File: src/rtl/dsp_mbx_pkg.sv
package dsp_mbx_pkg;
   localparam int unsigned OFS_HS   = 0;
   localparam int unsigned OFS_CTL  = 4;
   localparam int unsigned OFS_STAT = 5;
   localparam int unsigned OFS_VEC  = 6;
   localparam int unsigned OFS_DAT  = 7;

   localparam int unsigned ST_WR_EMPTY = 1;
   localparam int unsigned ST_RD_FULL  = 2;
   localparam int unsigned ST_HF_LO    = 3;
   localparam int unsigned HF_W        = 3;
   localparam int unsigned ST_IRQ      = 6;
   localparam int unsigned ST_OVR      = 7;
   localparam int unsigned ST_TMO      = 8;
   localparam int unsigned ST_ARMED    = 9;
   localparam int unsigned ST_TOP      = ST_ARMED;
endpackage

File: src/rtl/mbx_slot.sv
module mbx_slot #(
   parameter int unsigned W = 32
) (
   input  logic         clk,
   input  logic         rst_n,
   input  logic         flush,
   input  logic         load,
   input  logic [W-1:0] din,
   input  logic         take,
   output logic         valid,
   output logic [W-1:0] dout
);
   always_ff @(posedge clk or negedge rst_n) begin
      if (!rst_n) begin
         valid <= 1'b0;
         dout  <= '0;
      end else if (flush) begin
         valid <= 1'b0;
      end else if (valid) begin
         if (take) valid <= 1'b0;
      end else if (load) begin
         valid <= 1'b1;
         dout  <= din;
      end
   end
endmodule

File: src/rtl/mbx_hs_watchdog.sv
module mbx_hs_watchdog #(
   parameter int unsigned DW    = 32,
   parameter int unsigned LIMIT = 5000000
) (
   input  logic          clk,
   input  logic          rst_n,
   input  logic          host_wr,
   input  logic [DW-1:0] host_wdata,
   input  logic          dsp_we,
   input  logic [DW-1:0] dsp_word,
   input  logic          clr_tmo,
   output logic [DW-1:0] word,
   output logic          armed,
   output logic          timeout
);
   localparam int unsigned CW = (LIMIT > 1) ? $clog2(LIMIT) : 1;
   localparam logic [CW-1:0] LAST = CW'(LIMIT - 1);

   logic [CW-1:0] cnt;
   logic          done;
   logic          expire;

   assign done   = dsp_we && (dsp_word != '0);
   assign expire = armed && !host_wr && !done && (cnt == LAST);

   always_ff @(posedge clk or negedge rst_n) begin
      if (!rst_n) begin
         word  <= '0;
         armed <= 1'b0;
         cnt   <= '0;
      end else if (host_wr) begin
         word  <= host_wdata;
         armed <= (host_wdata == '0);
         cnt   <= '0;
      end else if (done) begin
         word  <= dsp_word;
         armed <= 1'b0;
      end else if (expire) begin
         armed <= 1'b0;
      end else if (armed) begin
         cnt <= cnt + 1'b1;
      end
   end

   always_ff @(posedge clk or negedge rst_n) begin
      if (!rst_n) timeout <= 1'b0;
      else        timeout <= (timeout && !clr_tmo) || expire;
   end
endmodule

File: src/rtl/dsp_cmd_mailbox.sv
module dsp_cmd_mailbox
   import dsp_mbx_pkg::*;
#(
   parameter int unsigned DW         = 32,
   parameter int unsigned AW         = 4,
   parameter int unsigned CYC_PER_US = 250,
   parameter int unsigned TIMEOUT_US = 20000,
   parameter logic [31:0] ACK_CODE   = 32'h0000_80F5,
   parameter logic [31:0] RST_CODE   = 32'h0000_80FF
) (
   input  logic            clk,
   input  logic            rst_n,
   input  logic            host_en,
   input  logic            host_we,
   input  logic [AW-1:0]   host_addr,
   input  logic [DW-1:0]   host_wdata,
   output logic [DW-1:0]   host_rdata,
   output logic            irq,
   output logic [DW-1:0]   dsp_ctl,
   output logic            dsp_vec_valid,
   output logic [DW-1:0]   dsp_vec_code,
   input  logic            dsp_vec_take,
   output logic            dsp_dat_valid,
   output logic [DW-1:0]   dsp_dat_word,
   input  logic            dsp_dat_take,
   input  logic            dsp_rsp_valid,
   input  logic [DW-1:0]   dsp_rsp_word,
   output logic            dsp_rsp_ready,
   input  logic [HF_W-1:0] dsp_hflags,
   input  logic            dsp_irq_set,
   input  logic            dsp_hs_we,
   input  logic [DW-1:0]   dsp_hs_word
);
   localparam int unsigned LIMIT = CYC_PER_US * TIMEOUT_US;
   localparam logic [DW-1:0] ACK_W = DW'(ACK_CODE);
   localparam logic [DW-1:0] RST_W = DW'(RST_CODE);

   if (AW < 3) begin : g_bad_aw
      $error("AW must reach offset 7");
   end
   if (DW <= ST_TOP) begin : g_bad_dw
      $error("DW must hold all status bits");
   end
   if (LIMIT < 2) begin : g_bad_limit
      $error("handshake limit must be at least 2 cycles");
   end

   logic wr, rd;
   logic wr_vec, vec_ack, vec_load, vec_ovr, rst_cmd;
   logic wr_dat, dat_ovr, rsp_pop, rsp_full;
   logic st_wr, hs_wr;
   logic ovr_q, irq_q;
   logic [DW-1:0] ctl_q, rsp_q, hs_word, stat;
   logic hs_armed, hs_tmo;

   assign wr       = host_en && host_we;
   assign rd       = host_en && !host_we;
   assign wr_vec   = wr && (host_addr == AW'(OFS_VEC));
   assign vec_ack  = wr_vec && (host_wdata == ACK_W);
   assign vec_load = wr_vec && !vec_ack && !dsp_vec_valid;
   assign vec_ovr  = wr_vec && !vec_ack && dsp_vec_valid;
   assign rst_cmd  = vec_load && (host_wdata == RST_W);
   assign wr_dat   = wr && (host_addr == AW'(OFS_DAT));
   assign dat_ovr  = wr_dat && dsp_dat_valid;
   assign rsp_pop  = rd && (host_addr == AW'(OFS_DAT)) && rsp_full;
   assign st_wr    = wr && (host_addr == AW'(OFS_STAT));
   assign hs_wr    = wr && (host_addr == AW'(OFS_HS));

   mbx_slot #(.W(DW)) i_vec_slot (
      .clk(clk), .rst_n(rst_n), .flush(1'b0), .load(vec_load),
      .din(host_wdata), .take(dsp_vec_take),
      .valid(dsp_vec_valid), .dout(dsp_vec_code)
   );

   mbx_slot #(.W(DW)) i_dat_slot (
      .clk(clk), .rst_n(rst_n), .flush(rst_cmd), .load(wr_dat),
      .din(host_wdata), .take(dsp_dat_take),
      .valid(dsp_dat_valid), .dout(dsp_dat_word)
   );

   mbx_slot #(.W(DW)) i_rsp_slot (
      .clk(clk), .rst_n(rst_n), .flush(rst_cmd), .load(dsp_rsp_valid),
      .din(dsp_rsp_word), .take(rsp_pop),
      .valid(rsp_full), .dout(rsp_q)
   );

   assign dsp_rsp_ready = !rsp_full;

   mbx_hs_watchdog #(.DW(DW), .LIMIT(LIMIT)) i_hs_wdog (
      .clk(clk), .rst_n(rst_n),
      .host_wr(hs_wr), .host_wdata(host_wdata),
      .dsp_we(dsp_hs_we), .dsp_word(dsp_hs_word),
      .clr_tmo(rst_cmd || (st_wr && host_wdata[ST_TMO])),
      .word(hs_word), .armed(hs_armed), .timeout(hs_tmo)
   );

   always_ff @(posedge clk or negedge rst_n) begin
      if (!rst_n) begin
         ovr_q <= 1'b0;
         irq_q <= 1'b0;
         ctl_q <= '0;
      end else begin
         if (rst_cmd) ovr_q <= 1'b0;
         else ovr_q <= (ovr_q && !(st_wr && host_wdata[ST_OVR])) || vec_ovr || dat_ovr;
         irq_q <= dsp_irq_set || (irq_q && !vec_ack);
         if (wr && (host_addr == AW'(OFS_CTL))) ctl_q <= host_wdata;
      end
   end

   assign irq     = irq_q;
   assign dsp_ctl = ctl_q;

   always_comb begin
      stat = '0;
      stat[ST_WR_EMPTY]              = !dsp_dat_valid;
      stat[ST_RD_FULL]               = rsp_full;
      stat[ST_HF_LO +: HF_W]         = dsp_hflags;
      stat[ST_IRQ]                   = irq_q;
      stat[ST_OVR]                   = ovr_q;
      stat[ST_TMO]                   = hs_tmo;
      stat[ST_ARMED]                 = hs_armed;
   end

   always_comb begin
      host_rdata = '0;
      if (host_addr == AW'(OFS_HS))        host_rdata = hs_word;
      else if (host_addr == AW'(OFS_CTL))  host_rdata = ctl_q;
      else if (host_addr == AW'(OFS_STAT)) host_rdata = stat;
      else if (host_addr == AW'(OFS_VEC))  host_rdata = {dsp_vec_code[DW-1:1], dsp_vec_valid};
      else if (host_addr == AW'(OFS_DAT))  host_rdata = rsp_q;
   end
endmodule

File: config.mk
export PLATFORM = sky130hd
export DESIGN_NAME = dsp_cmd_mailbox
export DESIGN_NICKNAME = d
export VERILOG_FILES = /design/src/rtl/dsp_mbx_pkg.sv /design/src/rtl/mbx_slot.sv /design/src/rtl/mbx_hs_watchdog.sv /design/src/rtl/dsp_cmd_mailbox.sv
export SDC_FILE = /design/constraint.sdc
export NUM_CORES = 1
export LEC_CHECK = 0
export BUFFER_PORTS_ARGS = -buffer_cell sky130_fd_sc_hd__clkbuf_2
export CAP_MARGIN = 25
export CORE_ASPECT_RATIO = 0.9
export CORE_MARGIN = 3
export CORE_UTILIZATION = 30
export DETAILED_ROUTE_END_ITERATION = 10
export PLACE_DENSITY_LB_ADDON = 0.3
export SLEW_MARGIN = 15
export SYNTH_ARGS = -nofsm -noshare
export SYNTH_HDL_FRONTEND = slang
export SYNTH_HIERARCHICAL = 1
export SYNTH_SLANG_ARGS = --single-unit
export TNS_END_PERCENT = 10
File: constraint.sdc
create_clock -name clk -period 5.2 [get_ports clk]
set_input_delay 1.04 -clock clk [delete_from_list [all_inputs] [get_ports clk]]
set_output_delay 1.04 -clock clk [all_outputs]
set_load 0.01 [all_outputs]
==> results by group, run 1 <==
Global route
  – GRT overflow: 0
  – Vias in the first global route: 7804
  – Largest net degree at the start of global routing: 85
  – Antenna violations before repair: 6
  – First-pass GRT wire length: 48.8 mm
  – Overall Global Routing Usage: 0.187

Floorplan
  – Initial Utilization: 0.307
  – Die span in x: 194 µm
  – # IOs: 244
  – Placement row count: 61
  – Core ar.: 31200 µm²
  – Die ar.: 34100 µm²
  – DIE HEIGHT: 176 µm

Placement
  – Routability cong.: 0.835
  – Port-buffer cells: 243
  – Placed insts: 1380
  – Area post-placement: 11200 µm²
  – Dpl hpwl: 22.8 mm
  – DP Worst Slack: 1140 ps

Clock network
  – Clock buffer depth: 2
  – Root buf cell: clkbuf_16
  – Clk_lat worst skew: 460 ps
  – Post-CTS sizing: 0
  – H-tree levels: 4
  – Post-CTS setup buffers: 0
  – Post-CTS Hold Buffers: 0
  – CTS Buf Count: 17
  – CTS tree: built
  – CTS sink cnt: 190
  – CTS clk-pin slew, worst paths: 70 ps

Worst setup path
  – Critical path class: primary input to primary output
  – Max FO, Critical Path: 21
  – Crit path capture type: primary output
  – WP data arrival: 3020 ps
  – Worst EP required: 4160 ps
  – Reg-to-reg startpoint: i_hs_wdog/cnt[8]
  – CP startpoint: host_addr[1]
  – CP Launch Type: primary input

Drt
  – DR iter-0 viols: 496
  – Routed wire per std cell: 22.4 µm
  – Antenna-violating nets left: 0
  – Vias per Instance: 5.23
  – DRC: 0
  – Routed wire length: 31.7 mm
  – Drt first pass iters: 8
  – Via count: 7422

Timing
  – Final Hold Viols: 0
  – Final Cycle Share: 0.782
  – Crit path time final: 4060 ps
  – Final Worst Setup Slack: 1140 ps
  – Slew @ Worst Pin: 789 ps
  – Slew Limit Headroom: 0.473
  – TNS Setup: 0 ps
  – Final setup vio count: 0
  – RSZ-0062 raised after global routing: false
  – Slew Viols, Final: 0
  – Fmax: 0.246 GHz
  – Clock Skews: 20.4 ps

Synth
  – Post-synthesis adder-cell area fraction: 0.00131
  – Top_reg_cell synth: dfrtp_1
  – Post-synthesis cell count: 760
  – XOR/XNOR Fraction of Synth Area: 0
  – Yosys warns: 6
  – Yosys cell types: 51
  – Post-synthesis simple-gate area fraction: 0.115
  – Largest family of logic cells by synthesized area: multiplexers
  – Count of state elements after synthesis: 190
  – Register area share after synthesis: 0.496
  – Number of synthesized flops with an enable pin: 0
  – Mux contribution to synthesized area: 0.284
  – Synthesized cell area: 9580 µm²
  – Yosys top cell by area: dfrtp_1
  – Yosys top cell area share: 0.496
  – Syn_area_per_cell: 12.6 µm²
  – Area contributors post-synth: dfrtp_1, mux2_2, a22o_1, mux2i_1, nor4_1
  – Compound-Gate Fraction of Synth Area: 0.0689
  – Synth async-reset ratio: 1.00

Finish
  – Non-Filler Instances: 1418
  – Area growth, synth to finish: 23.6%
  – Most frequent cells in the layout: clkbuf_2, mux2_2, dfrtp_1
  – Layout cells sized above 1: 0.508
  – Final core utilization: 0.379
  – Filler Cells Inserted: 3084
  – Final Cell Area: 11800 µm²
  – Most common cell after layout, fill and taps aside: clkbuf_2
  – Nets: 1103

Worst hold path
  – Type of the tightest min-delay check: flip-flop to flip-flop
  – Hold Startpoint: i_dat_slot/dout[29]

Run
  – Max Cap Viol: 0

Outcome
  – Status: finished, final reports clean

Pwr
  – LEAKAGE: 0.00538 µW
  – Power Density: 345 nW/µm²
  – Peak VDD IR: 0.232 mV
-- path summary, 6_finish.rpt --
kind,to,slack [ps],cells after the start
worst max-delay path,host_rdata[1],1140,5
worst min-delay path,i_dat_slot/dout[29],480,1
worst max register to register,i_hs_wdog/cnt[0],2910,5
worst min register to register,i_dat_slot/dout[29],480,1
max in group asynchronous,i_dat_slot/dout[18],3490,2
min in group asynchronous,i_dat_slot/dout[0],600,1
-- power breakdown --
part	switching (µW)	total [µW]	internal (µW)
Combinational	390	796	406
Clock	690	1380	695
Sequential	177	1910	1730
-- layer usage --
metal / routed length, µm / share of wire / global-route usage
met5: 23 / 0.00072 / 0
met4: 783 / 0.025 / 0.0649
met3: 1910 / 0.060 / 0.0508
met2: 14700 / 0.46 / 0.291
met1: 14300 / 0.45 / 0.254
-- Yosys cell counts (2+ instances only) --
library cell / n
o31ai_1: 10
o21a_1: 3
nor3_1: 2
mux4_2: 9
or4_1: 13
mux2_1: 6
mux2_2: 196
buf_1: 2
nor2_1: 23
nor3b_4: 3
and3_1: 8
o21ai_0: 24
nor4_1: 33
dfrtp_1: 190
buf_6: 11
clkbuf_1: 17
a32o_1: 2
buf_4: 5
a211oi_1: 4
nor2b_1: 10
nand3_1: 8
nor4b_1: 4
inv_1: 5
buf_2: 16
and2_1: 5
o31a_1: 2
nand2_1: 40
nor3b_1: 3
nand4b_1: 4
nand4_1: 16
mux2i_1: 24
a22o_1: 33
a21oi_1: 11
-- critical path: stages --
cell and delay, ps:
clkbuf_2 560, buf_4 510, mux4_2 560, a22o_1 200, clkbuf_2 130
-- layout make-up --
type | count | area [µm²] | area share
flip-flops and latches | 190 | 4750 | 0.401
multi-input cells | 515 | 4520 | 0.382
repair buffers | 261 | 1410 | 0.119
well taps | 409 | 512 | 0.0432
clock buffers | 17 | 425 | 0.0359
clock inverters | 15 | 189 | 0.0160
inverters | 5 | 18.8 | 0.00158
diodes | 6 | 15.0 | 0.00127
-- through the flow --
step | hold slack [ps] | total power (µW)
final | 483 | 4090
after detailed placement | 476 | 2740
after global routing | 502 | 4300
after global placement | 471 | 2720
after floorplan | 458 | 2340
after CTS | 492 | 4140
-- flip-flops by register name, indices dropped and copies added (netlist names) --
| signal | flops |
|---|---|
| i_rsp_slot/valid | 1 |
| i_hs_wdog/armed | 1 |
| dsp_ctl | 32 |
| i_dat_slot/dout | 32 |
| irq | 1 |
| i_vec_slot/dout | 32 |
| i_hs_wdog/timeout | 1 |
| i_vec_slot/valid | 1 |
| i_rsp_slot/dout | 32 |
| i_dat_slot/valid | 1 |
| i_hs_wdog/word | 32 |
| i_hs_wdog/cnt | 23 |
| ovr_q | 1 |
-- cells by family (layout without fill, tap and decap cells) --
kind of cell / count (synthesis) / in the layout
buffers and inverters: 56 / 298
and+or+nand+nor: 184 / 184
DFF: 190 / 190
muxes: 235 / 235
other: 1 / 8
adders and majority gates: 1 / 1
AOI/OAI and AO/OA: 93 / 93
(Power assumes the default switching activity.)
==> inputs of run 2 (changes only) <==
--- a/config.mk
+++ b/config.mk
@@ -5,6 +5,7 @@
 export SDC_FILE = /design/constraint.sdc
 export NUM_CORES = 1
 export LEC_CHECK = 0
+export ABC_AREA = 1
 export BUFFER_PORTS_ARGS = -buffer_cell sky130_fd_sc_hd__clkbuf_2
 export CAP_MARGIN = 25
 export CORE_ASPECT_RATIO = 0.9
==> constraint.sdc (replaced) <==
create_clock -name clk -period 3.9 [get_ports clk]
set_input_delay 0.78 -clock clk [delete_from_list [all_inputs] [get_ports clk]]
set_output_delay 0.78 -clock clk [all_outputs]
set_load 0.01 [all_outputs]
==> run 2 against run 1 <==
First-iteration DRC count increased by 57%. Sequential cell count unchanged. Clock power increased by 30%. Critical path type unchanged. Largest cell class unchanged.
==> results by group, run 2 <==
Finish
  – Most frequent cells in the layout: nand2_1, clkbuf_2, nand3_1
  – Nets: 1698 (+54%)
  – Final core utilization: 0.373 (-0.00662)
  – Area growth, synth to finish: 21.3%
  – Most common cell after layout, fill and taps aside: nand2_1
  – Non-Filler Instances: 2057 (+45%)
  – Filler Cells Inserted: 3553 (+15%)
  – Layout cells sized above 1: 0.215 (-0.293)
  – Area of the multi-input gates: 4670 µm² (+3.3%)
  – Reg area: 4750 µm² (unchanged)

Worst setup path
  – Critical path class: primary input to primary output
  – Internal reg-to-reg setup slack: 1750 ps (-1160 ps)
  – Max FO, Critical Path: 22 (+4.8%)
  – RR Endpoint: i_rsp_slot/dout[6]
  – CP Launch Type: primary input
  – Reg-to-reg startpoint: i_vec_slot/valid
  – WP data arrival: 2370 ps (-650 ps)
  – Worst EP required: 3120 ps (-1040 ps)
  – CP startpoint: host_addr[2]
  – Worst Setup EP: host_rdata[8]
  – Crit path capture type: primary output
  – Worst Reg2Reg Path Length in Cells: 7 (+2)

Clock network
  – CTS clk-pin slew, worst paths: 80 ps (about the same)
  – CTS sink cnt: 190 (unchanged)
  – Clk_lat worst skew: 450 ps (about the same)
  – CTS tree: built
  – Post-CTS Hold Buffers: 0 (unchanged)
  – H-tree levels: 4 (unchanged)
  – CTS Buf Count: 17 (unchanged)
  – Clock buffer depth: 2 (unchanged)
  – Post-CTS setup buffers: 0 (unchanged)
  – Root buf cell: clkbuf_16
  – Post-CTS sizing: 0 (unchanged)

Drt
  – DR iter-0 viols: 777 (+57%)
  – Routed wire length: 38.5 mm (+21%)
  – Antenna-violating nets left: 0 (unchanged)
  – DRC: 0 (unchanged)
  – Via count: 9996 (+35%)
  – Drt first pass iters: 8 (unchanged)
  – Routed wire per std cell: 18.7 µm (-16%)
  – Vias per Instance: 4.86 (-7.2%)

Pwr
  – LEAKAGE: 0.00676 µW (+26%)
  – Peak VDD IR: 0.270 mV (+17%)
  – Clock power frac: 0.338 (about the same)
  – Power Density: 428 nW/µm² (+24%)
  – Psw: 1720 µW (+37%)
  – Sw frac: 0.324 (+0.0167)
  – Logic pwr share: 0.192 (-0.003)
  – Seq pwr share: 0.470 (+0.003)
  – P_int: 3580 µW (+27%)
  – Pwr Total: 5300 µW (+30%)

Synth
  – Yosys top cell by area: dfrtp_1
  – Count of state elements after synthesis: 190 (unchanged)
  – Post-synth top cells: nand2_1, nand3_1, dfrtp_1
  – Register area share after synthesis: 0.465 (-0.0308)
  – Area contributors post-synth: dfrtp_1, nand2_1, nand3_1, inv_1, nor2_1
  – Top_reg_cell synth: dfrtp_1
  – Synthesized cell area: 10200 µm² (+6.6%)
  – Post-synthesis cell count: 1369 (+80%)
  – Number of synthesized flops with an enable pin: 0 (unchanged)
  – Most frequent cell after synthesis: nand2_1
  – Yosys top cell area share: 0.465 (-0.0308)
  – Yosys cell types: 34 (-33%)
  – Syn_area_per_cell: 7.46 µm² (-41%)
  – Synth async-reset ratio: 1.00 (unchanged)
  – Yosys warns: 6 (unchanged)

Global route
  – Overall Global Routing Usage: 0.211 (+0.0238)
  – Vias in the first global route: 9623 (+23%)
  – First-pass GRT wire length: 59.4 mm (+22%)
  – GRT overflow: 0 (unchanged)
  – Antenna violations before repair: 5 (-1)
  – Largest net degree at the start of global routing: 108 (+27%)

Outcome
  – Status: finished, final reports clean

Placement
  – Placed insts: 2020 (+46%)
  – Dpl hpwl: 28.0 mm (+23%)
  – Routability cong.: 0.932 (+12%)
  – Port-buffer cells: 243 (unchanged)

Timing
  – Slew Viols, Final: 0 (unchanged)
  – Final setup vio count: 0 (unchanged)
  – RSZ-0062 raised after global routing: false
  – Fmax: 0.317 GHz
  – Worst hold slack: 444 ps (-39.0 ps)
  – TNS Setup: 0 ps (unchanged)
  – Slew Limit Headroom: 0.378 (-0.0951)
  – Crit path time final: 3150 ps
  – Slew @ Worst Pin: 933 ps (+144 ps)
  – Clock Skews: 8.36 ps (-12.1 ps)
  – Final Hold Viols: 0 (unchanged)
  – Final Cycle Share: 0.809

Floorplan
  – DIE HEIGHT: 181 µm (+3.1%)
  – Placement row count: 63 (+3.3%)
  – Die span in x: 201 µm (+3.2%)
  – Core ar.: 33300 µm² (+6.6%)
  – Die ar.: 36300 µm² (+6.4%)
  – # IOs: 244 (unchanged)
  – Initial Utilization: 0.307 (about the same)

Worst hold path
  – Type of the tightest min-delay check: primary input to async pin

Run
  – Max Cap Viol: 0 (unchanged)
-- run 2: cell families after synthesis --
| kind of cell | count (synthesis) | share of synthesized area |
|---|---|---|
| and+or+nand+nor | 907 | 0.370 |
| muxes | 22 | 0.0316 |
| AOI/OAI and AO/OA | 55 | 0.0371 |
| xor gates and xnor gates | 15 | 0.0129 |
| other | 1 | 0.000367 |
| DFF | 190 | 0.465 |
| buffers and inverters | 178 | 0.0812 |
| adders and majority gates | 1 | 0.00122 |
-- run 2: per-layer routing --
layer | GRT usage | vias to the layer above | part of all wire
li1 | - | 4775 | -
met1 | 0.306 | 4813 | 0.48
met2 | 0.317 | 372 | 0.43
met3 | 0.0476 | 34 | 0.071
met4 | 0.0570 | 2 | 0.017
met5 | 0 | - | 0.00052
-- run 2: cell type report --
type                            count  share of cell area
Tap cell                          455              0.0459
Clock buffer                       18              0.0354
Inverter                          107              0.0325
Antenna cell                        4            0.000807
Sequential cell                   190               0.383
Multi-Input combinational cell   1002               0.376
Timing Repair Buffer              267               0.114
Clock inverter                     14              0.0120
-- run 2: per-stage QoR --
| step | setup WS (ps) | area (µm²) |
|---|---|---|
| global placement | 810 | 11800 |
| detailed placement | 743 | 11800 |
| finish | 745 | 12400 |
| CTS | 736 | 12400 |
| floorplan | 1490 | 10200 |
| global route | 572 | 12400 |
-- run 2: worst min-delay path by stage --
stage / to / depth (start not counted) / from
detailed placement: i_rsp_slot/dout[31] / 2 / i_rsp_slot/dout[31]
finish: i_rsp_slot/dout[19] / 1 / rst_n
global route: i_dat_slot/dout[2] / 2 / i_dat_slot/dout[2]
global placement: i_rsp_slot/dout[16] / 2 / i_rsp_slot/dout[16]
CTS: i_rsp_slot/dout[19] / 1 / rst_n
floorplan: i_rsp_slot/dout[0] / 2 / i_rsp_slot/dout[0]
-- run 2: power groups by stage --
stage / Clock [µW] / Combinational (µW) / Sequential (µW)
after floorplan: 0 / 456 / 2550
after global placement: 0 / 1010 / 2520
after detailed placement: 0 / 1020 / 2520
after CTS: 1820 / 1030 / 2490
after global routing: 1900 / 1140 / 2530
final: 1790 / 1020 / 2490
-- run 2: critical path, stage by stage --
cell and delay [ps]:
clkbuf_2 90, inv_1 40, nor2_1 150, nand3_1 150, inv_1 340, buf_4 380, nand2_1 80, o21ai_0 80
inv_1 50, nand4_1 70, clkbuf_2 140
==> inputs of run 3 (changes only) <==
==> constraint.sdc (replaced) <==
create_clock -name clk -period 3.1 [get_ports clk]
set_input_delay 0.62 -clock clk [delete_from_list [all_inputs] [get_ports clk]]
set_output_delay 0.62 -clock clk [all_outputs]
set_load 0.01 [all_outputs]
==> run 3 against run 2 <==
Cell count increased by 0.49%. Sequential cell count unchanged. Die area unchanged. Register-to-register slack got worse by 700 ps. Clock skew increased by 1.3 ps.
==> results by group, run 3 (same netlist as run 2, synthesis figures left out) <==
Floorplan
  – # IOs: 244 (unchanged)
  – Initial Utilization: 0.307 (unchanged)
  – Die ar.: 36300 µm² (unchanged)
  – Core ar.: 33300 µm² (unchanged)
  – Placement row count: 63 (unchanged)
  – Die span in x: 201 µm (unchanged)
  – DIE HEIGHT: 181 µm (unchanged)

Placement
  – Routability cong.: 0.878 (-5.8%)
  – Area post-placement: 11900 µm² (+1.3%)
  – Dpl hpwl: 28.3 mm (+1.1%)
  – Port-buffer cells: 243 (unchanged)
  – DP Worst Slack: 213 ps (-530 ps)

Timing
  – Fmax: 0.355 GHz
  – Slew Limit Headroom: 0.415 (+0.0374)
  – Crit path time final: 2810 ps
  – TNS Setup: 0 ps (unchanged)
  – Worst hold slack: 156 ps (-288 ps)
  – Slew Viols, Final: 0 (unchanged)
  – Final Hold Viols: 0 (unchanged)
  – Slew @ Worst Pin: 874 ps (-59.2 ps)
  – Final Cycle Share: 0.908
  – Final setup vio count: 0 (unchanged)
  – Clock Skews: 9.61 ps (+1.26 ps)
  – RSZ-0062 raised after global routing: false
  – Final Worst Setup Slack: 286 ps (-459 ps)

Worst setup path
  – Critical path class: primary input to primary output
  – WP data arrival: 2190 ps (-180 ps)
  – Max FO, Critical Path: 14 (-36%)
  – Worst EP required: 2480 ps (-640 ps)
  – Crit path capture type: primary output
  – CP Launch Type: primary input

Finish
  – Most frequent cells in the layout: nand2_1, clkbuf_2, nand3_1
  – Nets: 1711 (+0.77%)
  – Layout cells sized above 1: 0.220 (+0.00474)
  – Final Cell Area: 12500 µm² (+0.74%)
  – Area growth, synth to finish: 22.2%
  – Most common cell after layout, fill and taps aside: nand2_1

Clock network
  – H-tree levels: 4 (unchanged)
  – Post-CTS setup buffers: 0 (unchanged)
  – Root buf cell: clkbuf_16
  – CTS sink cnt: 190 (unchanged)
  – Clk_lat worst skew: 440 ps (about the same)
  – Post-CTS Hold Buffers: 0 (unchanged)
  – CTS Buf Count: 17 (unchanged)
  – Clock buffer depth: 2 (unchanged)
  – CTS tree: built
  – Post-CTS sizing: 0 (unchanged)
  – CTS clk-pin slew, worst paths: 70 ps (about the same)

Global route
  – Overall Global Routing Usage: 0.210 (-0.000869)
  – GRT overflow: 0 (unchanged)
  – Vias in the first global route: 9676 (+0.55%)
  – Antenna violations before repair: 4 (-1)
  – First-pass GRT wire length: 59.1 mm (-0.52%)
  – Largest net degree at the start of global routing: 70 (-35%)

Pwr
  – Peak VDD IR: 0.264 mV (-2.4%)
  – LEAKAGE: 0.00681 µW (+0.79%)
  – Power Density: 524 nW/µm² (+22%)

Drt
  – DRC: 0 (unchanged)
  – Routed wire length: 38.8 mm (+0.69%)
  – Antenna-violating nets left: 0 (unchanged)
  – Routed wire per std cell: 18.8 µm (+0.20%)
  – DR iter-0 viols: 917 (+18%)
  – Via count: 10100 (+0.63%)
  – Vias per Instance: 4.87 (+0.14%)
  – Drt first pass iters: 5 (-3)

Worst hold path
  – Type of the tightest min-delay check: primary input to async pin

Run
  – Max Cap Viol: 0 (unchanged)

Outcome
  – Status: finished, final reports clean
run 3: layout make-up:
class / count / area (µm²)
Antenna cell: 3 / 7.51
Clock buffer: 19 / 443
Clock inverter: 11 / 95.1
Fill cell: 3575 / 20800
Inverter: 107 / 403
Multi-Input combinational cell: 1002 / 4670
Sequential cell: 190 / 4750
Tap cell: 455 / 569
Timing Repair Buffer: 280 / 1550
run 3: per-stage QoR:
step                power, µW  std cells  utilization
floorplan                3780       1370            -
global route             6880       2067        0.375
CTS                      6590       2064        0.375
detailed placement       4490       2034        0.359
global placement         4470       2034        0.359
finish                   6540       2067        0.375
run 3: where the power goes:
part           switching [µW]  total [µW]  internal [µW]
combinational             804        1310            502
sequential                283        3140           2860
clock                     977        2090           1120
run 3: final timing paths:
kind,start,endpoint,slack [ps],depth (start not counted)
max,host_addr[2],host_rdata[4],290,9
min reg2reg,i_rsp_slot/dout[24],i_rsp_slot/dout[24],480,2
max in group asynchronous,rst_n,i_hs_wdog/word[11],2040,2
min in group clk,dsp_irq_set,irq,370,2
max reg2reg,i_vec_slot/valid,i_dat_slot/dout[8],1050,7
min,rst_n,i_rsp_slot/dout[19],160,1
run 3: metal layers:
metal  part of all wire  global-route usage  up-vias  wire, µm
li1                   -                   -     4801         -
met1               0.47               0.306     4797     18100
met3              0.088              0.0557       43      3400
met2               0.43               0.306      416     16600
met4              0.019              0.0607        2       728
met5            0.00034                   0        -        13
run 3: critical path, cell delays in order:
cell,delay [ps]
clkbuf_2,90
inv_1,40
nor2_1,150
nand3_2,340
buf_4,330
o21ai_0,310
inv_1,80
nand4_1,80
clkbuf_2,140
